### config.mk
export PLATFORM = sky130hd
export DESIGN_NAME = wdt_shared_div_top
export DESIGN_NICKNAME = d
export VERILOG_FILES = /design/src/rtl/wdt_pkg.sv /design/src/rtl/wdt_base_cnt.sv /design/src/rtl/wdt_shared_div.sv /design/src/rtl/wdt_event_ctl.sv /design/src/rtl/wdt_shared_div_top.sv
export SDC_FILE = /design/constraint.sdc
export NUM_CORES = 1
export LEC_CHECK = 0
export ABC_AREA = 1
export BUFFER_PORTS_ARGS = -buffer_cell sky130_fd_sc_hd__buf_2
export CAP_MARGIN = 5
export CELL_PAD_IN_SITES_DETAIL_PLACEMENT = 1
export CELL_PAD_IN_SITES_GLOBAL_PLACEMENT = 1
export CORE_UTILIZATION = 30
export DETAILED_ROUTE_END_ITERATION = 7
export PLACE_DENSITY_LB_ADDON = 0.08
export REMOVE_ABC_BUFFERS = 1
export SLEW_MARGIN = 5
export SYNTH_ARGS = -nofsm -noshare
export SYNTH_HDL_FRONTEND = slang
export SYNTH_SLANG_ARGS = --single-unit
### constraint.sdc
create_clock -name clk -period 1.4 [get_ports clk]
set_input_delay 0.21 -clock clk [delete_from_list [all_inputs] [get_ports clk]]
set_output_delay 0.21 -clock clk [all_outputs]
set_load 0.005 [all_outputs]
### src/rtl/wdt_pkg.sv
package wdt_pkg;
   typedef enum logic {
      OWN_TIMER = 1'b0,
      OWN_WDT   = 1'b1
   } div_owner_e;

   localparam int unsigned DEF_CNT_W = 8;
   localparam int unsigned DEF_DIV_W = 8;
endpackage

### src/rtl/wdt_base_cnt.sv
module wdt_base_cnt #(
   parameter int unsigned CNT_W      = wdt_pkg::DEF_CNT_W,
   parameter int unsigned BASE_TICKS = 1
) (
   input  logic clk,
   input  logic rst_n,
   input  logic en,
   input  logic clr,
   output logic ovf
);
   logic [CNT_W-1:0] cnt_q;
   logic             step;

   generate
      if (CNT_W < 2) begin : g_bad_w
         $error("wdt_base_cnt: CNT_W must be at least 2");
      end
      if (BASE_TICKS < 1) begin : g_bad_t
         $error("wdt_base_cnt: BASE_TICKS must be at least 1");
      end
      if (BASE_TICKS == 1) begin : g_direct
         assign step = en;
      end else begin : g_slow
         localparam int unsigned PW = $clog2(BASE_TICKS);
         logic [PW-1:0] pre_q;
         always_ff @(posedge clk or negedge rst_n) begin
            if (!rst_n)                                 pre_q <= '0;
            else if (clr || !en)                        pre_q <= '0;
            else if (pre_q == PW'(BASE_TICKS - 1))      pre_q <= '0;
            else                                        pre_q <= pre_q + 1'b1;
         end
         assign step = en && (pre_q == PW'(BASE_TICKS - 1));
      end
   endgenerate

   assign ovf = step && !clr && (cnt_q == '1);

   always_ff @(posedge clk or negedge rst_n) begin
      if (!rst_n)         cnt_q <= '0;
      else if (clr || !en) cnt_q <= '0;
      else if (step)       cnt_q <= cnt_q + 1'b1;
   end

   AST_CLR_RESTARTS: assert property (@(posedge clk) disable iff (!rst_n)
      clr |=> (cnt_q == '0));
   AST_NO_COUNT_OFF: assert property (@(posedge clk) disable iff (!rst_n)
      !en |=> (cnt_q == '0));
endmodule

### src/rtl/wdt_shared_div.sv
module wdt_shared_div #(
   parameter int unsigned DIV_W = wdt_pkg::DEF_DIV_W,
   localparam int unsigned SEL_W = $clog2(DIV_W)
) (
   input  logic                clk,
   input  logic                rst_n,
   input  wdt_pkg::div_owner_e owner,
   input  logic [SEL_W-1:0]    sel,
   input  logic                wdt_evt,
   input  logic                tmr_evt,
   input  logic                clr,
   output logic                wdt_timeout,
   output logic                tmr_tick_out
);
   import wdt_pkg::*;

   logic [DIV_W-1:0] div_q;
   logic [DIV_W-1:0] tap_hit;
   logic             hit;
   logic             in_evt;
   logic             div_clr;

   generate
      if (DIV_W < 2 || (1 << SEL_W) != DIV_W) begin : g_bad
         $error("wdt_shared_div: DIV_W must be a power of two >= 2");
      end
      for (genvar k = 0; k < DIV_W; k++) begin : g_tap
         if (k == 0) begin : g_first
            assign tap_hit[k] = 1'b1;
         end else begin : g_rest
            assign tap_hit[k] = &div_q[k-1:0];
         end
      end
   endgenerate

   assign hit     = tap_hit[sel];
   assign in_evt  = (owner == OWN_WDT) ? wdt_evt : tmr_evt;
   assign div_clr = clr && (owner == OWN_WDT);

   always_ff @(posedge clk or negedge rst_n) begin
      if (!rst_n)       div_q <= '0;
      else if (div_clr) div_q <= '0;
      else if (in_evt)  div_q <= div_q + 1'b1;
   end

   assign wdt_timeout  = (owner == OWN_WDT) ? (wdt_evt && hit) : wdt_evt;
   assign tmr_tick_out = (owner == OWN_WDT) ? tmr_evt : (tmr_evt && hit);

   AST_DIV_EMPTIED: assert property (@(posedge clk) disable iff (!rst_n)
      (clr && owner == OWN_WDT) |=> (div_q == '0));
   AST_DIV_KEPT: assert property (@(posedge clk) disable iff (!rst_n)
      (clr && owner == OWN_TIMER && !tmr_evt) |=> $stable(div_q));
endmodule

### src/rtl/wdt_event_ctl.sv
module wdt_event_ctl (
   input  logic clk,
   input  logic rst_n,
   input  logic timeout,
   input  logic sleep_mode,
   input  logic clr,
   output logic wdt_reset,
   output logic wdt_wake,
   output logic to_flag
);
   always_ff @(posedge clk or negedge rst_n) begin
      if (!rst_n) begin
         wdt_reset <= 1'b0;
         wdt_wake  <= 1'b0;
         to_flag   <= 1'b1;
      end else begin
         wdt_reset <= timeout && !clr && !sleep_mode;
         wdt_wake  <= timeout && !clr && sleep_mode;
         if (clr)          to_flag <= 1'b1;
         else if (timeout) to_flag <= 1'b0;
      end
   end

   AST_ONE_TICK_RST: assert property (@(posedge clk) disable iff (!rst_n)
      wdt_reset |=> !wdt_reset);
   AST_ONE_TICK_WAKE: assert property (@(posedge clk) disable iff (!rst_n)
      wdt_wake |=> !wdt_wake);
   AST_WAKE_XOR_RST: assert property (@(posedge clk) disable iff (!rst_n)
      !(wdt_reset && wdt_wake));
   AST_FLAG_AT_EVENT: assert property (@(posedge clk) disable iff (!rst_n)
      (wdt_reset || wdt_wake) |-> !to_flag);
   AST_CLR_FLAG: assert property (@(posedge clk) disable iff (!rst_n)
      clr |=> (to_flag && !wdt_reset && !wdt_wake));
endmodule

### src/rtl/wdt_shared_div_top.sv
module wdt_shared_div_top #(
   parameter int unsigned CNT_W      = wdt_pkg::DEF_CNT_W,
   parameter int unsigned DIV_W      = wdt_pkg::DEF_DIV_W,
   parameter int unsigned BASE_TICKS = 1,
   localparam int unsigned SEL_W     = $clog2(DIV_W)
) (
   input  logic             clk,
   input  logic             rst_n,
   input  logic             clr_wdt,
   input  logic             sleep_enter,
   input  logic             sleep_mode,
   input  logic             wdt_en,
   input  logic             div_to_wdt,
   input  logic [SEL_W-1:0] ratio,
   input  logic             tmr_src_tick,
   output logic             wdt_reset,
   output logic             wdt_wake,
   output logic             to_flag,
   output logic             tmr_tick_out
);
   import wdt_pkg::*;

   logic       any_clr;
   logic       base_ovf;
   logic       timeout;
   div_owner_e owner;

   assign any_clr = clr_wdt || sleep_enter;
   assign owner   = div_to_wdt ? OWN_WDT : OWN_TIMER;

   wdt_base_cnt #(.CNT_W(CNT_W), .BASE_TICKS(BASE_TICKS)) u_base (
      .clk(clk), .rst_n(rst_n), .en(wdt_en), .clr(any_clr), .ovf(base_ovf));

   wdt_shared_div #(.DIV_W(DIV_W)) u_div (
      .clk(clk), .rst_n(rst_n), .owner(owner), .sel(ratio),
      .wdt_evt(base_ovf), .tmr_evt(tmr_src_tick), .clr(any_clr),
      .wdt_timeout(timeout), .tmr_tick_out(tmr_tick_out));

   wdt_event_ctl u_evt (
      .clk(clk), .rst_n(rst_n), .timeout(timeout), .sleep_mode(sleep_mode),
      .clr(any_clr), .wdt_reset(wdt_reset), .wdt_wake(wdt_wake),
      .to_flag(to_flag));

   AST_DISABLED_QUIET: assert property (@(posedge clk) disable iff (!rst_n)
      !wdt_en |=> !(wdt_reset || wdt_wake));
   AST_TIMER_PASS: assert property (@(posedge clk) disable iff (!rst_n)
      div_to_wdt |-> (tmr_tick_out == tmr_src_tick));
endmodule

==> impl_results.md <==
- Nature of the critical path endpoint: output pin
- Violated checks: negative setup slack
- Largest net degree at the start of global routing: 19
- Data arrival at the endpoint of the critical path: roughly 1.7 ns
- Upper clock frequency limit: between 500 and 600 MHz
- Worst skew pair latency: about 0.30 ns
- Slew Limit Headroom: between 70% and 80%
- Detailed router's first-iteration violation count: 8
- WHS: approximately 0.078 ns
- Vias post-DR: 927
- Worst min-delay path class: in -> reg
- CTS tree: built
- Multi-input logic area: around 600 µm²
- First-pass GRT wire length: 4030 µm
- Total clock buffers created by CTS: 3
- Reg2reg start: u_div.div_q[1]$_DFFE_PN0P_
- Gp weighted congestion: about 0.75
- Number of register bits inferred by synthesis: 18
- Largest area contributor in the synthesized netlist: dfrtp_1
- Die outline height: 59.9 µm
- Data required time at the worst endpoint: approximately 1.2 ns
- Worst min-delay path startpoint: sleep_mode
- Post-route standard cell area excluding fillers: between 1000 and 1500 µm²
- Routed via count divided by cell count: between 4 and 5
- FILL cells: ~390
- Unrepaired setup endpoints after global routing: true
- Core region area: between 3000 and 4000 µm²
- Setup-violating endpoint count in the final report: 4
- Share of the core filled with cells: between 40 and 50%
- Setup Skew: around 0.011 ns
- Final WL: between 2000 and 2500 µm
- Maximum fanout count along the critical path: 2
- Top area cells in the synthesized netlist: dfrtp_1 42%, nand2_1 10%, nand3_1 8.4%
- Number of synthesized flops with an enable pin: 0
- PnR worst setup slack: -0.514 ns
- Clock Root Buffer: clkbuf_4
- Top layer used by detailed routing: met4
- Critical Path Source Type: register
- Row count: 20
- Most common cell in the netlist: nand2_1
- Metal1 wirelength: 1240 µm
- Final Max Tran Viols: 0
- Share of flip-flops with an asynchronous set or reset: 100%
- DR pass1 iterations: 3
- Minimum clock period: around 1.9 ns
- Fraction of the yosys area taken by sequential cells: about 45%
- Layout cell share with drive strength beyond 1: slightly below 40%
- Syn Inst Count: around 120
- Largest vdd supply drop: around 0.36 mV
- Register Area: about 450 µm²
- Area growth from synthesis to final layout: 39.9%
- Overall Global Routing Usage: 15.3%
- Antenna Violating Nets Remaining: 0
- Final number of hold-violating endpoints: 0
- Unique masters post-synth: 21
- Starting density of the core: ~32%
- P per Cell Area: 713 nW/µm²
- Total placed instance area: roughly 1200 µm²
- Period Utilization, post-route: 137%
- Leakage power summed over all cells: ~0.68 nW
- Count of input and output buffers: 14
- DP HPWL: between 1500 and 2000 µm
- Max-cap violations: 0
- Wire per inst: approximately 12 µm
- Met3 wirelength from detailed routing: 53 µm
- Die Wd: ~60 µm
- Die area: about 3600 µm²
- Synthesized area divided by synthesized cell count: around 8.1 µm²
- Htree depth: 1
- Number of buffers between clock root and the deepest sink: 2
- Synth warnings: 0
- Vias in the first global route: 914
- Clk slew on worst S/H paths: around 0.11 ns
- Class of the most critical setup path: reg -> out
- Primary FF master, synth: dfrtp_1
- Nets: between 150 and 200
- Antenna Cells: 0
- Synthesized cell area: around 1000 µm²
- Number of antenna violations at the first check in global routing: 0
- Pin slew with the least headroom to its limit: ~0.42 ns
- Remaining global-route overflow: 0
- Top cell types by occurrence after synthesis: 27 x nand2_1, 17 x dfrtp_1, 17 x nand3_1
- Number of top-level pins: 15
- Startpoint of the worst setup timing path: u_div.div_q[1]$_DFFE_PN0P_
- Setup WS pre-CTS: -0.276 ns
- Area share of the largest cell type after synthesis: ~42%
- Outcome: finished with violations
- Amount of wire on met2 after detailed routing: 1170 µm
- Num Clock Sinks: 18
- Post-detailed-route DRC marker count: 0
## power by group
part,switching (W),internal [W],leakage [nW],total (W)
clock network,0.000168,0.000158,0.0210,0.000326
logic,0.0000839,0.0000575,0.416,0.000141
registers,0.00000727,0.000529,0.244,0.000536
## cells in the final DEF, fill, tap and decap left out, types with 2 or more instances in the layout
| cell | instances |
|---|---|
| buf_4 | 13 |
| ha_4 | 2 |
| inv_2 | 2 |
| nand3_1 | 13 |
| o21ai_2 | 2 |
| nor2_4 | 3 |
| dfrtp_1 | 16 |
| o21ai_4 | 2 |
| nand3_2 | 2 |
| clkbuf_4 | 3 |
| o21ai_0 | 3 |
| nand2_2 | 2 |
| xor2_1 | 3 |
| nor2_1 | 8 |
| a21oi_1 | 6 |
| nand3b_1 | 2 |
| inv_1 | 13 |
| inv_4 | 2 |
| nor2_2 | 3 |
| buf_2 | 14 |
| nand2_1 | 26 |
| nor3_1 | 2 |
| nand3_4 | 3 |
## cell families (layout without fill, tap and decap cells)
group | after synthesis | in the layout | synth area share, %
AO/OA/AOI/OAI | 14 | 14 | 8.82
XOR/XNOR | 3 | 3 | 2.61
adder cells (fa/ha/maj) | 4 | 4 | 4.97
buffers and inverters | 17 | 50 | 6.58
flip-flops | 18 | 18 | 44.8
AND/OR/NAND/NOR | 68 | 68 | 32.2
## path summary, 6_finish.rpt
check / end / slack (ns) / cells past startpoint
min in group asynchronous: u_base.cnt_q[7]$_DFFE_PN0P_ / 0.37 / 2
worst max register to register: u_evt.to_flag$_DFFE_PN1P_ / -0.19 / 12
worst min-delay path: u_evt.wdt_reset$_DFF_PN0_ / 0.08 / 2
worst max-delay path: tmr_tick_out / -0.51 / 11
worst min register to register: u_evt.to_flag$_DFFE_PN1P_ / 0.46 / 2
max in group asynchronous: u_evt.to_flag$_DFFE_PN1P_ / 0.70 / 2
## cell type report
cell class	instances	area share, %
multi-input cells	89	43.1
inverters	17	4.88
clock buffers	4	2.58
flip-flops and latches	18	32.1
well taps	44	3.91
repair buffers	29	13.4
## routing by layer
layer  global-route usage (%)  vias to the layer above
met2                     23.7                       12
met4                     3.99                        0
met3                     2.60                        2
met5                        0                        -
li1                         -                      470
met1                     22.0                      443
## stage by stage
stage | cells | total power, W | TNS, ns
floorplan | 124 | 0.000598 | -0.302
global placement | 192 | 0.000664 | -0.721
detailed placement | 192 | 0.000667 | -0.928
CTS | 198 | 0.00100 | -0.959
global route | 201 | 0.00106 | -1.74
finish | 201 | 0.00100 | -1.04
## state kept, by name, indices dropped and copies added, names as in the netlist
register and cells:
u_base.cnt_q 8, u_div.div_q 7, u_evt.to_flag 1, u_evt.wdt_reset 1, u_evt.wdt_wake 1
## worst max-delay path, cell delays in order, from the launching register on
cell and delay, ns:
dfrtp_1 0.40, ha_2 0.20, inv_2 0.08, nor2_4 0.04, ha_4 0.15, a21oi_2 0.11, a21oi_1 0.08, nand2_1 0.08
nand3_1 0.07, nand2_1 0.06, inv_1 0.03, buf_2 0.11
## repair_timing
action	CTS	global route
hold endpoints to repair	17	0
hold buffers	1	0
setup endpoints to repair	11	12
setup buffers	1	4
pin swaps	3	18
resized for setup	7	24
Note: power is estimated with default switching activity, not from simulation.
